$ cat src/rtl/mbist_pkg.sv
package mbist_pkg;
   localparam int unsigned OP_SLOTS = 4;
   localparam int unsigned CNT_W    = 3;
   localparam int unsigned INSTR_W  = 2 + CNT_W + 2 * OP_SLOTS;
   localparam int unsigned OPI_W    = $clog2(OP_SLOTS);

   typedef enum logic [2:0] {
      RA_BG    = 3'd0,
      RA_LO    = 3'd1,
      RA_HI    = 3'd2,
      RA_INSTR = 3'd3,
      RA_CTRL  = 3'd4
   } reg_sel_e;

   typedef struct packed {
      logic inv;
      logic wr;
   } op_t;

   typedef enum logic [1:0] {
      ST_IDLE   = 2'd0,
      ST_RUN    = 2'd1,
      ST_FINISH = 2'd2
   } state_e;
endpackage

$ cat src/rtl/mbist_regs.sv
module mbist_regs
   import mbist_pkg::*;
#(
   parameter int unsigned AW = 6,
   parameter int unsigned DW = 8,
   parameter int unsigned HW = 16
) (
   input  logic               clk,
   input  logic               rst_n,
   input  logic               host_wr,
   input  logic [2:0]         host_addr,
   input  logic [HW-1:0]      host_wdata,
   input  logic               busy,
   output logic [DW-1:0]      bg,
   output logic [AW-1:0]      lo,
   output logic [AW-1:0]      hi,
   output logic [INSTR_W-1:0] instr,
   output logic               go,
   output logic               clr_done,
   output logic               clr_err
);
   logic cfg_wr;
   logic ctrl_wr;

   assign cfg_wr   = host_wr && !busy;
   assign ctrl_wr  = host_wr && (host_addr == RA_CTRL);
   assign go       = ctrl_wr && host_wdata[0] && !busy;
   assign clr_done = ctrl_wr && host_wdata[1];
   assign clr_err  = ctrl_wr && host_wdata[2];

   always_ff @(posedge clk or negedge rst_n) begin
      if (!rst_n) begin
         bg    <= '0;
         lo    <= '0;
         hi    <= '0;
         instr <= '0;
      end else if (cfg_wr) begin
         case (host_addr)
            RA_BG:    bg    <= host_wdata[DW-1:0];
            RA_LO:    lo    <= host_wdata[AW-1:0];
            RA_HI:    hi    <= host_wdata[AW-1:0];
            RA_INSTR: instr <= host_wdata[INSTR_W-1:0];
            default: ;
         endcase
      end
   end
endmodule

$ cat src/rtl/mbist_addr_gen.sv
module mbist_addr_gen #(
   parameter int unsigned AW = 6
) (
   input  logic          clk,
   input  logic          rst_n,
   input  logic          load,
   input  logic          adv,
   input  logic          down,
   input  logic [AW-1:0] lo,
   input  logic [AW-1:0] hi,
   output logic [AW-1:0] addr,
   output logic          at_end
);
   localparam logic [AW-1:0] ONE = AW'(1);

   always_ff @(posedge clk or negedge rst_n) begin
      if (!rst_n)    addr <= '0;
      else if (load) addr <= down ? hi : lo;
      else if (adv)  addr <= down ? addr - ONE : addr + ONE;
   end

   assign at_end = (addr == (down ? lo : hi));
endmodule

$ cat src/rtl/mbist_seq.sv
module mbist_seq
   import mbist_pkg::*;
#(
   parameter int unsigned AW       = 6,
   parameter int unsigned DW       = 8,
   parameter bit          ANY_DOWN = 1'b0
) (
   input  logic               clk,
   input  logic               rst_n,
   input  logic               go,
   input  logic               clr_done,
   input  logic               clr_err,
   input  logic [INSTR_W-1:0] instr,
   input  logic [DW-1:0]      bg,
   input  logic [AW-1:0]      addr,
   input  logic               at_end,
   input  logic [DW-1:0]      mem_rdata,
   output logic               down,
   output logic               load,
   output logic               adv,
   output logic               busy,
   output logic               done,
   output logic               err,
   output logic [AW-1:0]      fail_addr,
   output logic [DW-1:0]      fail_data,
   output logic               mem_en,
   output logic               mem_we,
   output logic [DW-1:0]      mem_wdata
);
   state_e           state;
   logic [OPI_W-1:0] op_idx;
   logic [CNT_W-1:0] cnt_raw;
   logic [CNT_W-1:0] n_ops;
   op_t              ops [OP_SLOTS];
   op_t              cur_op;
   logic             last_op;
   logic             rd_pend;
   logic [AW-1:0]    rd_addr;
   logic [DW-1:0]    rd_exp;
   logic             mism;

   for (genvar g = 0; g < OP_SLOTS; g++) begin : g_slot
      assign ops[g] = op_t'(instr[6+2*g -: 2]);
   end

   if (ANY_DOWN) begin : g_any_down
      assign down = instr[1] | instr[0];
   end else begin : g_any_up
      assign down = !instr[1] && instr[0];
   end

   assign cnt_raw   = instr[2 +: CNT_W];
   assign n_ops     = (cnt_raw > CNT_W'(OP_SLOTS)) ? CNT_W'(OP_SLOTS) : cnt_raw;
   assign cur_op    = ops[op_idx];
   assign last_op   = ((CNT_W'(op_idx) + CNT_W'(1)) == n_ops);
   assign busy      = (state != ST_IDLE);
   assign mem_en    = (state == ST_RUN);
   assign mem_we    = cur_op.wr;
   assign mem_wdata = cur_op.inv ? ~bg : bg;
   assign load      = go;
   assign adv       = (state == ST_RUN) && last_op && !at_end;
   assign mism      = rd_pend && (mem_rdata != rd_exp);

   always_ff @(posedge clk or negedge rst_n) begin
      if (!rst_n) begin
         state  <= ST_IDLE;
         op_idx <= '0;
      end else begin
         case (state)
            ST_IDLE: begin
               op_idx <= '0;
               if (go) state <= (n_ops == '0) ? ST_FINISH : ST_RUN;
            end
            ST_RUN: begin
               if (last_op) begin
                  op_idx <= '0;
                  if (at_end) state <= ST_FINISH;
               end else begin
                  op_idx <= op_idx + OPI_W'(1);
               end
            end
            default: state <= ST_IDLE;
         endcase
      end
   end

   always_ff @(posedge clk or negedge rst_n) begin
      if (!rst_n) begin
         rd_pend <= 1'b0;
         rd_addr <= '0;
         rd_exp  <= '0;
      end else begin
         rd_pend <= mem_en && !cur_op.wr;
         rd_addr <= addr;
         rd_exp  <= mem_wdata;
      end
   end

   always_ff @(posedge clk or negedge rst_n) begin
      if (!rst_n) begin
         done      <= 1'b0;
         err       <= 1'b0;
         fail_addr <= '0;
         fail_data <= '0;
      end else begin
         if (state == ST_FINISH) done <= 1'b1;
         else if (clr_done)      done <= 1'b0;
         err <= (err && !clr_err) || mism;
         if (mism && (!err || clr_err)) begin
            fail_addr <= rd_addr;
            fail_data <= mem_rdata;
         end
      end
   end
endmodule

$ cat src/rtl/mbist_march_engine.sv
module mbist_march_engine
   import mbist_pkg::*;
#(
   parameter int unsigned AW       = 6,
   parameter int unsigned DW       = 8,
   parameter int unsigned HW       = 16,
   parameter bit          ANY_DOWN = 1'b0
) (
   input  logic          clk,
   input  logic          rst_n,
   input  logic          host_wr,
   input  logic [2:0]    host_addr,
   input  logic [HW-1:0] host_wdata,
   output logic          busy,
   output logic          done,
   output logic          err,
   output logic [AW-1:0] fail_addr,
   output logic [DW-1:0] fail_data,
   output logic          mem_en,
   output logic          mem_we,
   output logic [AW-1:0] mem_addr,
   output logic [DW-1:0] mem_wdata,
   input  logic [DW-1:0] mem_rdata
);
   if (HW < INSTR_W || HW < AW || HW < DW || HW < 3) begin : g_bad_hw
      $error("host data width too narrow for the register set");
   end
   if (AW < 1 || DW < 1) begin : g_bad_size
      $error("address and data widths must be nonzero");
   end

   logic [DW-1:0]      reg_bg;
   logic [AW-1:0]      reg_lo;
   logic [AW-1:0]      reg_hi;
   logic [INSTR_W-1:0] reg_instr;
   logic               go;
   logic               clr_done;
   logic               clr_err;
   logic               load;
   logic               adv;
   logic               down;
   logic               at_end;
   logic [AW-1:0]      cur_addr;

   mbist_regs #(.AW(AW), .DW(DW), .HW(HW)) u_regs (
      .clk(clk), .rst_n(rst_n), .host_wr(host_wr), .host_addr(host_addr),
      .host_wdata(host_wdata), .busy(busy), .bg(reg_bg), .lo(reg_lo),
      .hi(reg_hi), .instr(reg_instr), .go(go), .clr_done(clr_done),
      .clr_err(clr_err)
   );

   mbist_addr_gen #(.AW(AW)) u_addr (
      .clk(clk), .rst_n(rst_n), .load(load), .adv(adv), .down(down),
      .lo(reg_lo), .hi(reg_hi), .addr(cur_addr), .at_end(at_end)
   );

   mbist_seq #(.AW(AW), .DW(DW), .ANY_DOWN(ANY_DOWN)) u_seq (
      .clk(clk), .rst_n(rst_n), .go(go), .clr_done(clr_done),
      .clr_err(clr_err), .instr(reg_instr), .bg(reg_bg), .addr(cur_addr),
      .at_end(at_end), .mem_rdata(mem_rdata), .down(down), .load(load),
      .adv(adv), .busy(busy), .done(done), .err(err),
      .fail_addr(fail_addr), .fail_data(fail_data), .mem_en(mem_en),
      .mem_we(mem_we), .mem_wdata(mem_wdata)
   );

   assign mem_addr = cur_addr;
endmodule

$ cat config.mk
export PLATFORM = sky130hd
export DESIGN_NAME = mbist_march_engine
export DESIGN_NICKNAME = d
export VERILOG_FILES = /design/src/rtl/mbist_pkg.sv /design/src/rtl/mbist_regs.sv /design/src/rtl/mbist_addr_gen.sv /design/src/rtl/mbist_seq.sv /design/src/rtl/mbist_march_engine.sv
export SDC_FILE = /design/constraint.sdc
export NUM_CORES = 1
export LEC_CHECK = 0
export BUFFER_PORTS_ARGS = -buffer_cell sky130_fd_sc_hd__buf_2
export CORE_ASPECT_RATIO = 1.1
export CORE_UTILIZATION = 50
export CTS_CLUSTER_DIAMETER = 120
export CTS_CLUSTER_SIZE = 10
export DETAILED_ROUTE_END_ITERATION = 12
export PLACE_DENSITY = 0.77
export SYNTH_ARGS = -nofsm -noshare
export SYNTH_HDL_FRONTEND = slang
export SYNTH_SLANG_ARGS = --single-unit
$ cat constraint.sdc
create_clock -name clk -period 2.29 [get_ports clk]
set_clock_uncertainty 0.15 [all_clocks]
set_input_delay 0.1145 -clock clk [delete_from_list [all_inputs] [get_ports clk]]
set_output_delay 0.1145 -clock clk [all_outputs]
set_load 0.02 [all_outputs]
## Word-level counts from Yosys, hierarchy flattened

Cells that the tools add are included.
W data, S select, Z words.

| cells by class | value |
|---|---|
| add/sub/neg operators | 4 |
| order comparisons | 2 |
| equality and inequality tests | 12 |
| multiplexer cells | 19 |
| bitwise gates (word level) | 2 |
| reduce and logical (&&, ||, !) cells | 33 |

Operators by type and width:

| operator | count |
|---|---|
| $mux W6 | 5 |
| $mux W2 | 7 |
| $logic_and A1 B1 Y1 | 13 |
| $mux W8 | 1 |
| $ne A8 B8 Y1 | 1 |
| $not A8 Y8 | 1 |
| $pmux W2 S2 | 2 |
| $reduce_and A2 Y1 | 4 |
| $reduce_bool A2 Y1 | 4 |
| $add A6 B1 Y6 const B | 1 |
| $eq A3 B2 Y1 const B | 2 |
| $eq A6 B6 Y1 | 1 |
| $logic_not A1 Y1 | 6 |
| $logic_not A3 Y1 | 2 |
| $sub A6 B1 Y6 const B | 1 |
| $bmux W2 S2 | 1 |
| $ne A2 B2 Y1 const B | 2 |
| $add A2 B1 Y3 const B | 1 |
| $eq A3 B1 Y1 const B | 1 |
| $eq A3 B3 Y1 | 1 |
| $eq A3 B3 Y1 const B | 1 |
| $ge A3 B3 Y1 const B | 1 |
| $gt A3 B3 Y1 const B | 1 |
| $mux W3 | 1 |
| other kinds (9) | 11 |

| storage, ports and cells | value |
|---|---|
| bits in registers | 74 |
| input bits | 30 |
| output and inout bits | 33 |
| logic and storage cells | 86 |

## Depth between registers and ports, before layout

Gate-level depths: netlist of the first run.

| logic depth | value |
|---|---|
| depth in word-level cells | 8 |
| depth in mapped cells | 9 |
| mapped depth without buffers | 8 |

## Modules after synthesis

Synthesis of the first run repeated with hierarchy kept, for this count alone.

| second synthesis, totals | value |
|---|---|
| cell total of the unflattened synthesis | 254 |
| area, all modules | 3,519.6 um^2 |

Modules (own cells, without submodules):

| module | instances | cells each | area an instance (um^2) | seq. area each (um^2) |
|---|---|---|---|---|
| mbist_seq | 1 | 101 | 1,503.9 | 875.8 |
| mbist_regs | 1 | 79 | 1,337.5 | 825.8 |
| mbist_addr_gen | 1 | 74 | 678.2 | 150.1 |

## Worst setup path before layout of the first run

Ideal clock, no wire load.

| timing | value |
|---|---|
| path type | register to register |
| from | register u_seq.op_idx[1] |
| to | register u_addr.addr[5] |
| setup time | 0.125 ns |
| data arrival time | 2.115 ns |
| required time | 2.015 ns |
| setup slack | -0.100 ns |
| cell stages (with the launch flop) | 8 |
| path buffers | 0 |
| period minus slack after synthesis | 2.390 ns |
| path through | dfrtp_1 > ha_1 > xor2_1 > or4_4 > a21o_2 > a31oi_4 > nor2_2 > mux2_4 |

| on the way | value |
|---|---|
| cells in the longest elaborated chain, start to end | 5 |

Ends and longest elaborated chain:

| what | RTL line | RTL |
|---|---|---|
| start: declaration | mbist_seq.sv:31 | `logic [OPI_W-1:0] op_idx;` |
| start signal: assignment | mbist_seq.sv:79 | `op_idx <= op_idx + OPI_W'(1);` |
| $add A2 B1 Y3 | mbist_seq.sv:55 | `assign last_op = ((CNT_W'(op_idx) + CNT_W'(1)) == n_ops);` |
| $eq A3 B3 Y1 | mbist_seq.sv:55 |  |
| $logic_and A1 B1 Y1 (2 in series) | mbist_seq.sv:61 | `assign adv = (state == ST_RUN) && last_op && !at_end;` |
| $reduce_bool A2 Y1 (no line) | -- |  |
| end signal: assignment | mbist_addr_gen.sv:18 | `else if (load) addr <= down ? hi : lo;` |
| end signal: assignment | mbist_addr_gen.sv:19 | `else if (adv) addr <= down ? addr - ONE : addr + ONE;` |
| end: declaration | mbist_addr_gen.sv:11 | `output logic [AW-1:0] addr,` |

No other way between the ends.
A chain may end at the register's enable or synchronous reset.

## Worst setup path in the final report of the first run

| timing | value |
|---|---|
| from | register u_seq.op_idx[0] |
| to | register u_addr.addr[5] |

Same word-level chain as after synthesis.

==> qor.yml, run 1 <==
final_layout:
  regArea_um2: 1850
  nFillCells: 506
  finalInstanceArea_um2: 4420
  antenna_cells: 0
  final_net_count: 396
  multiInputGateArea_um2: 1580
  area_delta_synth_final_pct: 28.8
  drive_above_1_share_pct: 44.7
global_route:
  grtUsageMet3_pct: 5.51
  grt_overflow_total: 0
  grt_pass1_vias: 2381
  grt.busiest_layer: "met2"
  use_met2_pct: 33.7
  grt_max_degree: 29
  antenna_found_initial: 0
  track_usage_pct: 22.0
  use_met1_pct: 29.0
  grt_pass1_wl_mm: 11.6
power:
  irDropWorstVdd_mv: 0.718
  cellPowerDensity_nw_per_um2: 1540
  p_total_uw: 6830
  p_leak_uw: 0.00203
min_path:
  hold_path.class: "in -> async"
timing:
  rsz0062_at_grt: "yes"
  finalHoldViolCount: 0
  fin_crit_sh_pct: 104
  max_freq_mhz: 421
  worst_pin_slew_ns: 0.511
  timing.final.ws_setup_ns: -0.0829
  report.final.setup_viol: 3
  fin_tns_setup_ns: -0.153
  slew_headroom_pct: 66.0
  finalMaxSlewViolations: 0
  fin_crit_ns: 2.37
  holdWs_ns: 0.142
clocking:
  htreeDepth: 3
  clk_pin_slew_ns: 0.07
  cts_made_buffers: 9
  cts_sinks: 74
  cts.root.buffer_cell: "clkbuf_8"
  cts_tree: "built"
  insertion_delay_ns: 0.35
  cts.path.max_buffers: 2
die:
  start_util_pct: 52.1
  ios: 63
  die_x_um: 81.0
  die_area_um2: 7200
  die_h_um: 88.9
  row_count: 31
  core_area_um2: 6590
logic_synthesis:
  syn_inst: 265
  ys.flop_type: "dfrtp_1"
  netlist_area_um2: 3430
  synth_top_area_share_pct: 53.9
  yosysSeqAreaShare_pct: 53.9
  ys_seq_elements: 74
  yosys-top-cells-area: "dfrtp_1, mux2_2, xnor2_1"
  synth.most_common_cell: "dfrtp_1"
  synth_area_per_cell_um2: 13.0
  synth_edf_count: 0
  synth_fp_nets: 297
  synth_cell_types: 49
  ys_async_sr_fraction_pct: 100
  yosys-top-cells-count: "dfrtp_1, mux2_2, nand2_1"
  yosys_warnings: 0
  synth.largest_area_cell: "dfrtp_1"
placed_design:
  placed_area_um2: 3880
  io_buffers: 59
  dp_hpwl_mm: 4.99
  place_worst_setup_slack_ns: -0.0678
  gp_congestion: 0.880
run_status:
  violations: "negative setup slack"
  status: "finished with violations"
worst_setup_path:
  cp_max_fo: 4
  crit_path_end_kind: "flip-flop"
  cp_data_required_time_ns: 2.37
  critPathKind: "reg -> reg"
  startpoint_type: "flip-flop"
  crit_arrival_ns: 2.46
drt:
  drt_iter0_drc: 105
  post_drt_wl_per_cell_um: 15.7
  vias: 2434
  detail-route-antenna-nets: 0
  wirelength_mm: 7.10
  route.detailed.vias_per_inst: 5.40
  post-route-drc-count: 0
  drt-pass1-iter-count: 5
job:
  cap_violations: 0
## per-stage QoR
step / std cells / util, %
after floorplan: 265 / -
after global placement: 410 / 58.8
after detailed placement: 410 / 58.8
after CTS: 449 / 66.3
after global routing: 451 / 67.0
final: 451 / 67.0
## critical path, cell delays in order, from the launching register on
cell and delay (ns):
dfrtp_1 0.42, ha_4 0.26, xor2_1 0.14, or4_4 0.49, a21o_4 0.25, a31oi_4 0.20, nor2_2 0.06, mux2_4 0.30
## cell families after synthesis
family / after synthesis / share of synthesized area (%)
DFF: 74 / 53.9
and+or+nand+nor: 58 / 8.97
muxes: 52 / 18.0
AOI/OAI and AO/OA: 34 / 8.02
xor gates and xnor gates: 30 / 7.65
buffers and inverters: 15 / 2.73
adders and majority gates: 2 / 0.729
## flip-flops by register name, summed over array words and instances, names as in the netlist
| signal | count |
|---|---|
| u_regs.instr | 13 |
| u_regs.bg | 8 |
| u_seq.fail_data | 8 |
| u_seq.rd_exp | 8 |
| u_addr.addr | 6 |
| u_regs.hi | 6 |
| u_regs.lo | 6 |
| u_seq.fail_addr | 6 |
| u_seq.rd_addr | 6 |
| u_seq.op_idx | 2 |
| u_seq.state | 2 |
| u_seq.done | 1 |
| u_seq.err | 1 |
| u_seq.rd_pend | 1 |
## timing repair
item	CTS	global route
pin swaps	2	3
hold buffers	22	0
gates resized for setup	14	7
setup endpoints to repair	12	14
endpoints found under the hold margin	64	0
setup buffers	1	2
## per-layer routing
layer | vias to the layer above | wire, um
li1 | 1132 | -
met3 | 19 | 388
met4 | 0 | 229
met2 | 82 | 3510
met5 | - | 0
met1 | 1201 | 2960
## placed cells by master, fill, tap and decap left out, drive strengths merged, types with 2 or more instances in the layout
cell	instances
inv	5
a21o	3
nor3b	2
mux2i	2
xor2	15
nand3	5
nand3b	3
a211oi	3
a211o	2
mux2	48
nand2	20
xnor2	15
o22ai	2
buf	76
ha	2
clkinv	5
nor2	12
dfrtp	74
o21ai	7
and3	3
a21oi	8
nand2b	3
mux4	2
dlygate4sd3	22
nand4	3
clkbuf	10
nor3	2
or3	2
## layout make-up
cell class	count	share of cell area (%)
inverters	5	0.425
multi-input cells	176	35.7
repair buffers	98	15.0
clock buffers	10	3.11
well taps	82	2.32
clock inverters	6	1.50
flip-flops and latches	74	41.9
## report_power, final
group          switching, uW  internal (uW)  leakage (uW)
Sequential               494           1950      0.000893
Combinational           1770           1600       0.00103
Clock                    482            534      0.000106
## path summary, 6_finish.rpt
path	from	endpoint	slack, ns	cells past startpoint
worst max-delay path	u_seq.op_idx[0]	u_addr.addr[5]	-0.08	7
worst min-delay path	rst_n	u_regs.instr[10]	0.14	2
worst max register to register	u_seq.op_idx[0]	u_addr.addr[5]	-0.08	7
worst min register to register	u_seq.rd_addr[0]	u_seq.fail_addr[0]	0.33	1
max in group asynchronous	rst_n	u_seq.fail_addr[4]	1.11	3
min in group clk	host_addr[2]	u_seq.done	0.14	5
Note: power is estimated with default switching activity, not from simulation.
==> inputs of run 2 (changes only) <==
--- a/config.mk
+++ b/config.mk
@@ -7,6 +7,7 @@
 export LEC_CHECK = 0
 export BUFFER_PORTS_ARGS = -buffer_cell sky130_fd_sc_hd__buf_2
 export CORE_ASPECT_RATIO = 1.1
+export CORE_MARGIN = 2
 export CORE_UTILIZATION = 50
 export CTS_CLUSTER_DIAMETER = 120
 export CTS_CLUSTER_SIZE = 10
==> run 2 against run 1 <==
Against the previous run:
- the run still ends with negative setup slack left
- fmax decreased by 0.68%
- critical endpoint unchanged
- sequential share of layout area fell by 1.4 points
- global-route usage down 1.9 points
- final area grew 3.4%
==> qor.yml, run 2 (synthesized netlist as in run 1, its figures left out) <==
run_status:
  status: "finished with violations"
  violations: "negative setup slack"
drt:
  route.detailed.vias_per_inst: 5.35
  vias: 2425
  wirelength_mm: 7.38
  drt-pass1-iter-count: 4
  detail-route-antenna-nets: 0
  post-route-drc-count: 0
  post_drt_wl_per_cell_um: 16.3
  drt_iter0_drc: 143
worst_setup_path:
  critPathKind: "reg -> reg"
  cp_max_fo: 4
  cp_data_required_time_ns: 2.37
  crit_arrival_ns: 2.47
  startpoint_type: "flip-flop"
  crit_path_end_kind: "flip-flop"
power:
  p_leak_uw: 0.00208
  cellPowerDensity_nw_per_um2: 1600
  irDropWorstVdd_mv: 0.787
clocking:
  cts.path.max_buffers: 2
  cts_sinks: 74
  insertion_delay_ns: 0.35
  htreeDepth: 3
  clk_pin_slew_ns: 0.08
  cts.root.buffer_cell: "clkbuf_8"
  cts_tree: "built"
  cts_made_buffers: 9
global_route:
  grtUsageMet3_pct: 5.03
  antenna_found_initial: 0
  grt_max_degree: 50
  grt_pass1_vias: 2421
  track_usage_pct: 20.1
  grt_overflow_total: 0
  grt_pass1_wl_mm: 11.9
  grt.busiest_layer: "met2"
  use_met2_pct: 30.8
  use_met1_pct: 26.3
timing:
  max_freq_mhz: 419
  fin_crit_sh_pct: 104
  finalMaxSlewViolations: 0
  holdWs_ns: 0.149
  fin_crit_ns: 2.39
  slew_headroom_pct: 59.1
  worst_pin_slew_ns: 0.614
  report.final.setup_viol: 10
  timing.final.ws_setup_ns: -0.0992
  rsz0062_at_grt: "yes"
  finalHoldViolCount: 0
job:
  cap_violations: 0
final_layout:
  area_delta_synth_final_pct: 33.2
  antenna_cells: 0
  nFillCells: 442
  largest_reg_flops: 13
  final_net_count: 398
  drive_above_1_share_pct: 45.0
  final_common_cell: "dfrtp_1"
  regMostFlops: "u_regs.instr"
  regArea_um2: 1850
  most-common-layout-cells: "dfrtp_1, buf_2, mux2_2"
  multiInputGateArea_um2: 1640
placed_design:
  dp_hpwl_mm: 5.01
  gp_congestion: 0.862
  io_buffers: 59
  place_worst_setup_slack_ns: -0.0898
die:
  die_x_um: 83.0
  ios: 63
  die_area_um2: 7550
  start_util_pct: 51.8
  core_area_um2: 6630
  die_h_um: 90.9
  row_count: 31
min_path:
  hold_path.class: "in -> async"
-- run 2: final timing paths --
| kind | startpoint | to | slack, ns | depth (start not counted) |
|---|---|---|---|---|
| worst min register to register | u_seq.rd_addr[3] | u_seq.fail_addr[3] | 0.33 | 1 |
| worst max register to register | u_seq.op_idx[0] | u_addr.addr[5] | -0.1 | 7 |
| worst max-delay path | u_seq.op_idx[0] | u_addr.addr[5] | -0.1 | 7 |
| worst min-delay path | rst_n | u_regs.instr[12] | 0.15 | 2 |
| max in group asynchronous | rst_n | u_seq.fail_addr[5] | 1.16 | 3 |
| min in group clk | host_addr[2] | u_seq.done | 0.16 | 5 |
-- run 2: where the power goes --
part | internal (uW) | total, uW | switching, uW
sequential | 1950 | 2480 | 530
combinational | 1840 | 3730 | 1880
clock | 640 | 1100 | 461
-- run 2: metal layers --
layer / vias to the layer above / wire length [um]
li1: 1142 / -
met1: 1199 / 3200
met2: 67 / 3610
met3: 17 / 330
met4: 0 / 243
met5: - / 0
-- run 2: critical path, cell delays in order (launching register included) --
cell,delay (ns)
dfrtp_1,0.42
ha_4,0.26
xor2_1,0.15
or4_4,0.49
a21o_4,0.25
a31oi_4,0.19
nor2_2,0.06
mux2_4,0.30
-- run 2: repair_timing --
action	4_1_cts	5_1_grt
endpoints found under the setup margin	12	13
hold endpoints to repair	68	0
hold buffers	22	0
cloned	0	0
gates resized for setup	4	33
setup buffers	1	5
pin swaps	0	3
-- run 2: layout make-up --
type | instances | area share (%)
Clock buffer | 11 | 3.09
Clock inverter | 5 | 1.70
Inverter | 5 | 0.411
Multi-Input combinational cell | 176 | 35.9
Sequential cell | 74 | 40.5
Tap cell | 82 | 2.24
Timing Repair Buffer | 100 | 16.2
-- run 2: through the flow --
step	cells	cell area, um^2	utilization [%]	power [uW]	setup TNS (ns)
floorplan	265	3450	-	4570	-0.0580
global placement	409	3880	58.6	5360	-0.0251
detailed placement	409	3880	58.6	5470	-0.178
CTS	448	4340	65.5	6640	-0.197
global route	453	4570	68.9	7750	-1.19
finish	453	4570	68.9	7310	-0.420
